### src/rtl/pllc_pkg.sv
package pllc_pkg;
   localparam int unsigned P_SRST    = 22;
   localparam int unsigned P_MRST    = 21;
   localparam int unsigned P_REFSEL  = 18;
   localparam int unsigned P_OSCEN   = 17;
   localparam int unsigned P_SRCSEL  = 16;
   localparam int unsigned P_PRESC   = 15;
   localparam int unsigned P_DIV_LO  = 10;
   localparam int unsigned P_SPEN    = 1;
   localparam int unsigned P_MPEN    = 0;
   localparam int unsigned N_RESTART = 2;
   localparam int unsigned P_DIV_LIM = 14;

   typedef struct packed {
      logic ref_sel;
      logic osc_en;
      logic src_sel;
      logic presc;
   } pllc_cfg_t;
endpackage

### src/rtl/pllc_slow_tick.sv
module pllc_slow_tick #(
   parameter int unsigned SYNC_STAGES = 2
) (
   input  logic clk,
   input  logic rst_n,
   input  logic slow_clk,
   output logic tick
);
   localparam int unsigned MSB = SYNC_STAGES - 1;

   if (SYNC_STAGES < 2) begin : g_bad_sync
      $error("SYNC_STAGES must be at least 2");
   end

   logic [MSB:0] sync_q;
   logic         last_q;

   always_ff @(posedge clk or negedge rst_n) begin
      if (!rst_n) begin
         sync_q <= '0;
         last_q <= 1'b0;
      end else begin
         sync_q <= {sync_q[MSB-1:0], slow_clk};
         last_q <= sync_q[MSB];
      end
   end

   assign tick = sync_q[MSB] & ~last_q;

   // a tick is a single bus-clock pulse
   a_r2_tick_single: assert property (@(posedge clk) disable iff (!rst_n)
      tick |=> !tick);
endmodule

### src/rtl/pllc_restart_bit.sv
module pllc_restart_bit (
   input  logic clk,
   input  logic rst_n,
   input  logic tick,
   input  logic set_req,
   output logic busy
);
   logic busy_q;
   logic seen_q;

   always_ff @(posedge clk or negedge rst_n) begin
      if (!rst_n) begin
         busy_q <= 1'b0;
         seen_q <= 1'b0;
      end else if (busy_q) begin
         if (tick) begin
            busy_q <= ~seen_q;
            seen_q <= ~seen_q;
         end
      end else if (set_req) begin
         busy_q <= 1'b1;
         seen_q <= 1'b0;
      end
   end

   assign busy = busy_q;

   a_r2_clear_second_tick: assert property (@(posedge clk) disable iff (!rst_n)
      (busy_q && seen_q && tick) |=> !busy_q);
   a_r3_hold_between_ticks: assert property (@(posedge clk) disable iff (!rst_n)
      (busy_q && !tick) |=> busy_q);
   a_r2_set_on_request: assert property (@(posedge clk) disable iff (!rst_n)
      (!busy_q && set_req) |=> busy_q);
endmodule

### src/rtl/pllc_sys_enable.sv
module pllc_sys_enable #(
   parameter int unsigned CNT_W = 8
) (
   input  logic             clk,
   input  logic             rst_n,
   input  logic             tick,
   input  logic             hw_en,
   input  logic             wr_one,
   input  logic             wr_zero,
   input  logic [CNT_W-1:0] load_val,
   output logic             sw_bit,
   output logic             pll_on
);
   if (CNT_W < 1) begin : g_bad_cnt
      $error("CNT_W must be at least 1");
   end

   logic             sw_q, on_q, pend_q;
   logic [CNT_W-1:0] cnt_q;

   always_ff @(posedge clk or negedge rst_n) begin
      if (!rst_n) begin
         sw_q   <= 1'b1;
         on_q   <= 1'b1;
         pend_q <= 1'b0;
         cnt_q  <= '0;
      end else if (hw_en || wr_one) begin
         sw_q   <= 1'b1;
         on_q   <= 1'b1;
         pend_q <= 1'b0;
      end else if (wr_zero) begin
         sw_q <= 1'b0;
         if (on_q) begin
            pend_q <= 1'b1;
            cnt_q  <= load_val;
         end
      end else if (pend_q && tick) begin
         if (cnt_q == '0) begin
            on_q   <= 1'b0;
            pend_q <= 1'b0;
         end else begin
            cnt_q <= cnt_q - 1'b1;
         end
      end
   end

   assign sw_bit = sw_q;
   assign pll_on = on_q;

   a_r4_hold_while_counting: assert property (@(posedge clk) disable iff (!rst_n)
      (pend_q && cnt_q != '0) |=> pll_on);
   a_r4_off_needs_expiry: assert property (@(posedge clk) disable iff (!rst_n)
      (pll_on && !(pend_q && tick && cnt_q == '0)) |=> pll_on);
   a_r5_rewrite_cancels: assert property (@(posedge clk) disable iff (!rst_n)
      wr_one |=> (pll_on && !pend_q));
   a_r7_hw_forces_on: assert property (@(posedge clk) disable iff (!rst_n)
      hw_en |=> (pll_on && sw_bit));
endmodule

### src/rtl/pllc_ctrl_reg.sv
module pllc_ctrl_reg
   import pllc_pkg::*;
#(
   parameter int unsigned DATA_W      = 32,
   parameter int unsigned CNT_W       = 8,
   parameter int unsigned DIV_W       = 4,
   parameter int unsigned SYNC_STAGES = 2
) (
   input  logic              clk,
   input  logic              rst_n,
   input  logic              clk_slow,
   input  logic              bus_wr,
   input  logic [DATA_W-1:0] bus_wdata,
   output logic [DATA_W-1:0] bus_rdata,
   input  logic [CNT_W-1:0]  sd_count,
   input  logic              spll_hw_en,
   input  logic              mpll_hw_en,
   output logic              spll_restart,
   output logic              mpll_restart,
   output logic              spll_enable,
   output logic              mpll_enable,
   output logic              ref16_sel,
   output logic              osc_enable,
   output logic              spll_src_sel,
   output logic              mpu_prescale,
   output logic [DIV_W-1:0]  bclk_div_code,
   output logic [1:0]        pll_status
);
   localparam int unsigned DIV_HI = P_DIV_LO + DIV_W - 1;

   if (DATA_W < P_SRST + 1) begin : g_bad_width
      $error("DATA_W too narrow for the field layout");
   end
   if (DIV_HI >= P_DIV_LIM) begin : g_bad_div
      $error("DIV_W overlaps the prescaler field");
   end

   logic                 tick;
   logic [N_RESTART-1:0] rst_busy;
   pllc_cfg_t            cfg_q;
   logic [DIV_W-1:0]     div_q;
   logic                 mp_sw_q, mp_on_q, sp_sw;

   pllc_slow_tick #(.SYNC_STAGES(SYNC_STAGES)) u_tick (
      .clk(clk), .rst_n(rst_n), .slow_clk(clk_slow), .tick(tick)
   );

   for (genvar i = 0; i < N_RESTART; i++) begin : g_restart
      localparam int unsigned BIT = (i == 0) ? P_SRST : P_MRST;
      pllc_restart_bit u_bit (
         .clk(clk), .rst_n(rst_n), .tick(tick),
         .set_req(bus_wr && bus_wdata[BIT]), .busy(rst_busy[i])
      );
   end

   pllc_sys_enable #(.CNT_W(CNT_W)) u_sys (
      .clk(clk), .rst_n(rst_n), .tick(tick), .hw_en(spll_hw_en),
      .wr_one(bus_wr && bus_wdata[P_SPEN]),
      .wr_zero(bus_wr && !bus_wdata[P_SPEN]),
      .load_val(sd_count), .sw_bit(sp_sw), .pll_on(spll_enable)
   );

   always_ff @(posedge clk or negedge rst_n) begin
      if (!rst_n) begin
         cfg_q <= '0;
         div_q <= '0;
      end else if (bus_wr) begin
         cfg_q.ref_sel <= bus_wdata[P_REFSEL];
         cfg_q.osc_en  <= bus_wdata[P_OSCEN];
         cfg_q.src_sel <= bus_wdata[P_SRCSEL];
         cfg_q.presc   <= bus_wdata[P_PRESC];
         div_q         <= bus_wdata[DIV_HI:P_DIV_LO];
      end
   end

   always_ff @(posedge clk or negedge rst_n) begin
      if (!rst_n) begin
         mp_sw_q <= 1'b1;
         mp_on_q <= 1'b1;
      end else if (mpll_hw_en) begin
         mp_sw_q <= 1'b1;
         mp_on_q <= 1'b1;
      end else if (bus_wr) begin
         mp_sw_q <= bus_wdata[P_MPEN];
         mp_on_q <= bus_wdata[P_MPEN];
      end
   end

   always_comb begin
      bus_rdata                  = '0;
      bus_rdata[P_SRST]          = rst_busy[0];
      bus_rdata[P_MRST]          = rst_busy[1];
      bus_rdata[P_REFSEL]        = cfg_q.ref_sel;
      bus_rdata[P_OSCEN]         = cfg_q.osc_en;
      bus_rdata[P_SRCSEL]        = cfg_q.src_sel;
      bus_rdata[P_PRESC]         = cfg_q.presc;
      bus_rdata[DIV_HI:P_DIV_LO] = div_q;
      bus_rdata[P_SPEN]          = sp_sw;
      bus_rdata[P_MPEN]          = mp_sw_q;
   end

   assign spll_restart  = rst_busy[0];
   assign mpll_restart  = rst_busy[1];
   assign mpll_enable   = mp_on_q;
   assign ref16_sel     = cfg_q.ref_sel;
   assign osc_enable    = cfg_q.osc_en;
   assign spll_src_sel  = cfg_q.src_sel;
   assign mpu_prescale  = cfg_q.presc;
   assign bclk_div_code = div_q;
   assign pll_status    = {spll_enable, mpll_enable};

   a_r6_mcu_off_next: assert property (@(posedge clk) disable iff (!rst_n)
      (bus_wr && !bus_wdata[P_MPEN] && !mpll_hw_en) |=> (!mpll_enable && !bus_rdata[P_MPEN]));
   a_r7_mcu_hw_on: assert property (@(posedge clk) disable iff (!rst_n)
      mpll_hw_en |=> mpll_enable);
   a_r8_div_stored: assert property (@(posedge clk) disable iff (!rst_n)
      bus_wr |=> (bclk_div_code == $past(bus_wdata[DIV_HI:P_DIV_LO])));
   a_r8_div_stable: assert property (@(posedge clk) disable iff (!rst_n)
      !bus_wr |=> $stable(bclk_div_code));
endmodule

### config.mk
export PLATFORM = sky130hd
export DESIGN_NAME = pllc_ctrl_reg
export DESIGN_NICKNAME = d
export VERILOG_FILES = /design/src/rtl/pllc_pkg.sv /design/src/rtl/pllc_slow_tick.sv /design/src/rtl/pllc_restart_bit.sv /design/src/rtl/pllc_sys_enable.sv /design/src/rtl/pllc_ctrl_reg.sv
export SDC_FILE = /design/constraint.sdc
export NUM_CORES = 1
export LEC_CHECK = 0
export BUFFER_PORTS_ARGS = -buffer_cell sky130_fd_sc_hd__buf_2
export CAP_MARGIN = 20
export CORE_MARGIN = 1.5
export CORE_UTILIZATION = 30
export CTS_BUF_LIST = sky130_fd_sc_hd__clkbuf_4 sky130_fd_sc_hd__clkbuf_8 sky130_fd_sc_hd__clkbuf_16
export CTS_CLUSTER_SIZE = 25
export DETAILED_ROUTE_END_ITERATION = 12
export REMOVE_ABC_BUFFERS = 1
export SLEW_MARGIN = 5
export SYNTH_ARGS = -nofsm -noshare
export SYNTH_HDL_FRONTEND = slang
export SYNTH_SLANG_ARGS = --single-unit
### constraint.sdc
create_clock -name clk -period 1.9 [get_ports clk]
set_input_delay 0.38 -clock clk [delete_from_list [all_inputs] [get_ports clk]]
set_output_delay 0.38 -clock clk [all_outputs]
set_load 0.02 [all_outputs]
# Yosys cells after proc, flatten, opt, wreduce, memory -nomap -nowiden
# Cells that the tools add are included.
[word_totals] register_bits=27 input_bits=46 out_inout_bits=46 wordCells=77
[op_classes] n_addsub=1 n_eq_ne=6 n_mux=27 bitwise_logic=5 reduce_logical=22
[op_table] op="$mux 8" count=4
[op_table] op="$mux 1" count=23
[op_table] op="$reduce_bool 2->1" count=7
[op_table] op="$logic_not 8->1" count=1
[op_table] op="$sub 8x1->8 const B" count=1
[op_table] op="$ne 2x1->1 const B" count=3
[op_table] op="$reduce_and 3->1" count=2
[op_table] op="$reduce_bool 3->1" count=2
[op_table] op="$logic_and 1x1->1" count=5
[op_table] op="$ne 2x2->1 const B" count=2
[op_table] op="$not 1->1" count=4
[op_table] op="$reduce_and 2->1" count=2
[op_table] op="$reduce_and 4->1" count=1
[op_table] op="$ne 3x3->1 const B" count=1
[op_table] op="$and 1x1->1" count=1
[op_table] op="$logic_not 1->1" count=1
[op_table] op="$logic_or 1x1->1" count=1

# Logic depth before layout (Yosys ltp)
# Gate-level depths: netlist (run 1).
[logic_depth] word_depth=6 depth_mapped=8 mapped_depth_nobuf=6

# Hierarchy
# Synthesis (run 1) repeated with hierarchy kept, for this count alone.
[hier_totals] cells_unflattened=149 hier_area_um2=1612.8
[by_module_without_submodules] mod="pllc_sys_enable" instances=1 cells_per_inst=72 area_each_um2=706.9 seq_area_each_um2=277.8
[by_module_without_submodules] mod="pllc_ctrl_reg" instances=1 cells_per_inst=59 area_each_um2=646.9 seq_area_each_um2=226.5
[by_module_without_submodules] mod="pllc_restart_bit" instances=2 cells_per_inst=7 area_each_um2=85.1 seq_area_each_um2=50.0
[by_module_without_submodules] mod="pllc_slow_tick" instances=1 cells_per_inst=4 area_each_um2=88.8 seq_area_each_um2=75.1

# Worst setup path after synthesis (run 1)
# OpenSTA, ideal clock, no wires.
[synth_timing] path_type="reg2reg" startpoint="register u_sys.cnt_q[0]" endpoint="register u_sys.cnt_q[3]" setup_ns=0.120 arrival_time_ns=1.586 t_required_ns=1.780 path_slack_ns=0.195 stages_incl_launch_ff=9 path_buffers=2 period_less_slack_ns=1.705 path_cell_list="dfrtp_1 -> inv_1 -> ha_1 -> nor3b_1 -> a211o_1 -> buf_6 -> and2_4 -> buf_6 -> o22a_2"
[synth_via] elab_chain_cells=4 elab_cells_between_ends=7 classes_between="add/sub: 1; eq/ne: 1; mux: 3; reduce/logical: 2"
[synth_lines] item="start: declaration" line="pllc_sys_enable.sv:19" rtl="logic [CNT_W-1:0] cnt_q;"
[synth_lines] item="start signal: assignment" line="pllc_sys_enable.sv:35" rtl="cnt_q <= load_val;"
[synth_lines] item="start signal: assignment" line="pllc_sys_enable.sv:42" rtl="cnt_q <= cnt_q - 1'b1;"
[synth_lines] item="$sub 8x1->8" line="pllc_sys_enable.sv:42"
[synth_lines] item="$mux 8" line="pllc_sys_enable.sv:38" rtl="if (cnt_q == '0) begin"
[synth_lines] item="$mux 8" line="pllc_sys_enable.sv:37" rtl="end else if (pend_q && tick) begin"
[synth_lines] item="$mux 8" line="pllc_sys_enable.sv:31" rtl="end else if (wr_zero) begin"
# Parallel ways exist; a longest one is shown, timed or not. The select of a mux whose other input is x is not followed.
# A chain may end at the register's enable or synchronous reset.

# Worst setup path after layout (run 1)
[layout_timing] startpoint="register u_sys.cnt_q[0]" endpoint="register u_sys.cnt_q[5]"
# Same word-level chain as after synthesis.

==> results of run 1 <==
cell usage after synthesis, types with 3 or more instances:
master	number
mux2_2	8
dfrtp_1	24
nor2_1	10
a31oi_1	5
dfstp_2	3
a21oi_1	12
o21ai_0	5
buf_4	36
nand2_1	7
power groups by stage:
stage	combinational, mW	sequential [mW]	clock (mW)
detailed placement	0.484	0.778	0
CTS	0.485	0.766	0.348
global placement	0.479	0.771	0
floorplan	0.211	0.868	0
finish	0.478	0.764	0.334
global route	0.545	0.787	0.378
worst register-to-register path: stages (launching register included):
cell and delay, ns:
dfrtp_1 0.35, inv_1 0.08, ha_1 0.20, nor3b_1 0.15, a211o_2 0.43, and2_4 0.20, o22a_2 0.23
cells in the final DEF (no fill, tap or decap), types with 2 or more instances in the layout:
master,synthesis,layout
buf_2,1,51
dfrtp_1,24,24
conb_1,1,20
a21oi_1,12,12
nor2_1,10,10
mux2_2,8,8
nand2_1,7,7
a31oi_1,5,5
o21ai_0,5,5
buf_4,36,5
clkbuf_8,0,3
dfstp_2,3,3
inv_1,2,2
nor2b_1,2,2
nand2b_1,2,2
nor4_1,2,2
a22oi_1,2,2
nor3b_1,2,2
nand3_1,2,2
nor3_1,2,2
o22a_2,2,2
o211ai_1,2,2
xor2_1,2,2
ha_1,2,2
layout make-up:
type,count,area [um^2],area share (%)
flip-flops and latches,27,679,38.6
well taps,70,87.6,4.97
repair buffers,56,293,16.6
clock inverters,1,5.00,0.284
clock buffers,3,41.3,2.34
multi-input cells,105,648,36.8
inverters,2,7.51,0.426
sequential cells by signal, summed over array words and instances, names as in the netlist, 2 cells and up:
name and flops:
u_sys.cnt_q 8, g_restart.u_bit.busy 2, g_restart.u_bit.seen_q 2, bclk_div_code 4
u_tick.sync_q 2
through the flow:
stage | area [um^2] | cells | power [mW] | utilization [%]
after floorplan | 1330 | 134 | 1.08 | -
after global placement | 1710 | 260 | 1.25 | 33.8
after detailed placement | 1710 | 260 | 1.26 | 33.8
after CTS | 1760 | 264 | 1.60 | 34.7
after global routing | 1760 | 264 | 1.71 | 34.7
final | 1760 | 264 | 1.58 | 34.7
worst max-delay path by stage:
stage                               from              to  slack (ns)  cells after the start
final                     u_sys.cnt_q[0]  u_sys.cnt_q[5]        0.16                      6
after global routing      u_sys.cnt_q[0]  u_sys.cnt_q[3]        0.07                      6
after CTS                 u_sys.cnt_q[0]  u_sys.cnt_q[6]        0.07                      6
after detailed placement  u_sys.cnt_q[0]  u_sys.cnt_q[6]         0.1                      6
after global placement    u_sys.cnt_q[0]  u_sys.cnt_q[6]        0.10                      6
after floorplan           u_sys.cnt_q[0]  u_sys.cnt_q[3]        0.30                      6
cell families (layout without fill, tap and decap cells):
family                   after synthesis  after routing  synth area share (%)
flip-flops                            27             27                  43.4
other                                  1             20                 0.240
buffers and inverters                 42             62                  19.8
multiplexers                           8              8                  5.76
AND/OR/NAND/NOR                       37             37                  13.3
AO/OA/AOI/OAI                         36             36                  14.8
adder cells (fa/ha/maj)                2              2                  1.60
XOR/XNOR                               2              2                  1.12
layer usage:
layer	track usage (%)	vias to the layer above
met1	14.8	536
met2	19.5	44
met3	2.54	5
met5	0	-
met4	6.55	0
li1	-	572
==> results.yml, run 1 <==
worst_setup_path:
  r2r-end: "u_sys.cnt_q[5]"
  path_cells: "inv_1 -> ha_1 -> nor3b_1 -> a211o_2 -> and2_4 -> o22a_2"
  worstReg2RegStart: "u_sys.cnt_q[0]"
  rrSetupSlack_ns: 0.16
  ff2ff_path_depth: 6
  cp.required_ns: 2.08
  crit_type: "reg2reg"
  cpPeakStageDelay_ns: 0.43
  cp_top_family: "compound AO/OA/AOI/OAI gates"
  crit_path_end_kind: "flop"
  critPathBufInv: 1
  worstSetupStartpointType: "flop"
  slowest_stage: "a211o_2"
  cp_max_fo: 9
  cp.arrival_ns: 1.92
timing:
  setup_slack_ns: 0.158
  fmax_mhz: 574
  finalSetupViolations: 0
  worst_pin_slew_ns: 0.612
  grt_setup_unrepaired: "false"
  finClkSkew_ns: 0.00791
  hold_violations: 0
  period_share_pct: 91.7
  hold_ws_ns: 0.0994
  fin_crit_ns: 1.74
  setup-tns-final_ns: 0
  slew_violations: 0
  slew-limit-headroom_pct: 59.2
yosys:
  ys_top_cells_by_area: "dfrtp_1 (38%), buf_4 (17%), mux2_2 (5.8%)"
  yosysWarnings: 0
  synth_top_area_share_pct: 38.4
  synth_flop_cell: "dfrtp_1"
  syn_avg_cell_area_um2: 10.1
  ys_seq_area_share_pct: 43.4
  synth_top_cell_by_area: "dfrtp_1"
  yosysUniqueCellTypes: 40
  async_reset_ff_share_pct: 100
  synthCells: 155
  ys_ff_latch: 27
  synth_area_um2: 1560
  synth-edff-count: 0
routing:
  met1_length_um: 1300
  dr_wl_met2_um: 1370
  avgViaCountPerCell: 4.38
  top_layer_used: "met4"
  first_iter_violations: 77
  wl_met3_um: 201
  routed_wl_um: 2940
  ant_nets: 0
  via_count: 1157
  drc: 0
  wire_per_inst_um: 11.1
  first_pass_iters: 3
cells_and_area:
  syn_to_final_growth_pct: 12.6
  drive_gt1_share_pct: 39.7
  fill_cells: 537
  nets: 243
  antenna_cells: 0
place:
  gp_congestion: 0.821
  place_hpwl_um: 2180
  port_buffers: 51
  post-place-ws_ns: 0.0969
pwr:
  power_frac_seq_pct: 48.5
  power.share.clock_pct: 21.2
  ir_worst_vdd_v: 0.000454
  intPower_mw: 1.01
  p_per_area_nw_per_um2: 895
  p_leak_nw: 0.815
  switchingPower_uw: 563
  p_sw_share_pct: 35.7
  p_comb_share_pct: 30.3
clocking:
  worstSkewPairLatency_ns: 0.28
  hold_buffers: 0
  cts_max_path_buffers: 2
  cts_setup_buffers: 0
  post_cts_resized: 0
  clkTransAtPathRegs_ns: 0.10
  tritoncts: "yes"
  cts-root-buf: "clkbuf_8"
  ctsHtreeMaxLevel: 1
  cts_sinks: 27
  cts-buffers-inserted: 3
floorplanning:
  pin_count: 92
  core-area_um2: 5070
  rows: 26
  die_area_um2: 5660
  die_x_um: 75.2
  die_y_um: 75.2
  start_util_pct: 30.8
flow_run:
  max_cap_violations: 0
global_route:
  grt_max_degree: 28
  grt-ovfl-total: 0
  antenna_found_initial: 0
  grt_first_pass_wirelength_um: 5170
  grt_usage_pct: 12.0
  grt_pass1_vias: 1151
run_status:
  run_status: "finished, final reports clean"
hold_path:
  hp-class: "in2async"
Power figures use the tool's default switching activity.
==> run 2: changes to the inputs <==
Settings changed: ABC_AREA set to 1, CAP_MARGIN 20 to unset.
==> run 2 against run 1 <==
  * Hold slack gained 0.0042 ns
  * Power grew 31%
  * Clock skew shrank 0.0026 ns
  * Final area grew 4.5%
  * Highest routed layer unchanged
  * First-iteration DRC count shrank 39%
  * Clock-buffer cell count is the same
  * Non-clock buffer count shrank 1
  * Combinational power grew 80%
  * Critical path type unchanged
  * Wire length grew 15%
  * Sequential cell count is the same
  * Core utilization grew 0.89 points
  * Synthesized cell count grew 42%
==> results.yml, run 2 <==
timing:
  finalSetupViolations: 0
  setup-tns-final_ns: 0
  hold_violations: 0
  slew_violations: 0
  grt_setup_unrepaired: "false"
  worst_pin_slew_ns: 0.617
  finClkSkew_ns: 0.00527
  fmax_mhz: 658
  fin_crit_ns: 1.52
  slew-limit-headroom_pct: 58.9
  period_share_pct: 80.0
worst_setup_path:
  crit_start: "u_sys.cnt_q[1]"
  r2r-end: "u_sys.cnt_q[7]"
  ff2ff_path_depth: 9
  crit_path_end_kind: "flop"
  cp.required_ns: 2.08
  cp_max_fo: 12
  crit_type: "reg2reg"
  worstSetupStartpointType: "flop"
  worstReg2RegStart: "u_sys.cnt_q[1]"
  cp.arrival_ns: 1.70
  rrSetupSlack_ns: 0.38
cells_and_area:
  final_core_util_pct: 35.6
  regMostFlops: "u_sys.cnt_q"
  final_cell_mix: "nand2_1 (79), buf_2 (51), dfrtp_1 (24)"
  drive_gt1_share_pct: 27.4
  largest_register_ffs: 8
  final_common_cell: "nand2_1"
  antenna_cells: 0
  fin_cells: 329
  nets: 308
  syn_to_final_growth_pct: 12.8
routing:
  first_pass_iters: 4
  first_iter_violations: 47
  ant_nets: 0
  avgViaCountPerCell: 4.17
  via_count: 1373
  wire_per_inst_um: 10.3
  routed_wl_um: 3390
  drc: 0
floorplanning:
  rows: 26
  core-area_um2: 5170
  die_area_um2: 5890
  start_util_pct: 31.6
  die_y_um: 76.8
  pin_count: 92
  die_x_um: 76.8
pwr:
  power.share.clock_pct: 17.1
  p_sw_share_pct: 42.6
  intPower_mw: 1.19
  p_comb_share_pct: 41.7
  power.total_mw: 2.07
  switchingPower_uw: 881
  p_per_area_nw_per_um2: 1120
  ir_worst_vdd_v: 0.000329
  p_leak_nw: 1.04
  power_frac_seq_pct: 41.3
global_route:
  grt_max_degree: 28
  grt_pass1_vias: 1268
  grt_usage_pct: 11.7
  antenna_found_initial: 0
  grt_first_pass_wirelength_um: 5670
  grt-ovfl-total: 0
yosys:
  synth_commonest_cells: "nand2_1 (79), buf_4 (34), dfrtp_1 (24)"
  synth_top_area_share_pct: 36.8
  yosysUniqueCellTypes: 24
  yosys.cell_count.top_type: "nand2_1"
  ys_ff_latch: 27
  synthCells: 220
  synth-edff-count: 0
  synth_flop_cell: "dfrtp_1"
  async_reset_ff_share_pct: 100
  ys_seq_area_share_pct: 41.6
  synth_area_um2: 1630
  synth_top_cell_by_area: "dfrtp_1"
  ys_top_cells_by_area: "dfrtp_1 (37%), nand2_1 (18%), buf_4 (16%)"
  yosysWarnings: 0
  syn_avg_cell_area_um2: 7.42
clocking:
  tritoncts: "yes"
  cts-buffers-inserted: 3
  clkTransAtPathRegs_ns: 0.10
  ctsHtreeMaxLevel: 1
  cts_sinks: 27
  worstSkewPairLatency_ns: 0.28
  cts_max_path_buffers: 2
  post_cts_resized: 0
  cts_setup_buffers: 0
  hold_buffers: 0
  cts-root-buf: "clkbuf_8"
place:
  numPlacedInstances: 325
  gp_congestion: 0.822
  port_buffers: 51
  place_hpwl_um: 2610
hold_path:
  hp-class: "in2async"
run_status:
  run_status: "finished, final reports clean"
flow_run:
  max_cap_violations: 0
[run 2: cell count changes after synthesis, moves of 3 or more]
| cell | delta |
|---|---|
| inv_1 | +14 |
| mux2_2 | -8 |
| nor2_1 | +4 |
| nand2_1 | +72 |
| a31oi_1 | -4 |
| nand3_1 | +13 |
| o21ai_1 | +3 |
| a21oi_1 | -7 |
[run 2: worst max-delay path: stages, from the launching register on]
cell	delay [ns]
dfrtp_1	0.39
inv_1	0.11
ha_1	0.17
nand2_1	0.06
nor2_1	0.11
nand2_1	0.11
nand2_2	0.12
nand2_2	0.16
nand3_1	0.13
nand2_1	0.06
[run 2: kinds of logic after synthesis]
| kind of cell | share of synthesized area, % |
|---|---|
| AND/OR/NAND/NOR | 29.3 |
| buffers and inverters | 21.6 |
| flip-flops | 41.6 |
| AO/OA/AOI/OAI | 5.21 |
| adder cells (fa/ha/maj) | 1.53 |
| XOR/XNOR | 0.536 |
| other | 0.230 |
[run 2: how the worst max path moves through the flow]
stage	to	slack (ns)	cells past startpoint
after floorplan	u_sys.cnt_q[7]	0.50	6
after global placement	u_sys.cnt_q[7]	0.41	9
after detailed placement	u_sys.cnt_q[7]	0.39	9
after CTS	u_sys.cnt_q[7]	0.36	9
after global routing	u_sys.cnt_q[7]	0.21	9
final	u_sys.cnt_q[7]	0.38	9
[run 2: cell type report]
cell class,count,area [um^2]
fill,563,3330
multi-input combinational,155,672
clock inverter,1,8.76
clock buffer,3,41.3
sequential,27,679
timing repair buffer,55,285
inverter,18,67.6
tap,70,87.6
[run 2: power groups by stage]
stage          Combinational (mW)  Sequential (mW)  Clock, mW
5_1_grt                     0.993            0.881      0.386
6_report                    0.861            0.853      0.353
4_1_cts                     0.874            0.855      0.364
2_1_floorplan               0.520            0.943          0
3_5_place_dp                0.869            0.862          0
3_3_place_gp                0.850            0.857          0
[run 2: through the flow]
| stage | worst slack [ns] | hold slack, ns | area, um^2 |
|---|---|---|---|
| 2_1_floorplan | 0.497 | 0.0844 | 1420 |
| 6_report | 0.381 | 0.104 | 1840 |
| 3_3_place_gp | 0.410 | 0.337 | 1790 |
| 5_1_grt | 0.205 | 0.150 | 1840 |
| 4_1_cts | 0.362 | 0.127 | 1840 |
| 3_5_place_dp | 0.390 | 0.344 | 1790 |
[run 2: per-layer routing]
metal / GRT usage [%] / wire (um) / vias to the layer above / part of all wire, %
met4: 2.78 / 25 / 0 / 0.74
met3: 1.90 / 144 / 2 / 4.2
met5: 0 / 0 / - / 0
met1: 15.5 / 1560 / 629 / 46
li1: - / - / 702 / -
met2: 20.0 / 1660 / 40 / 49
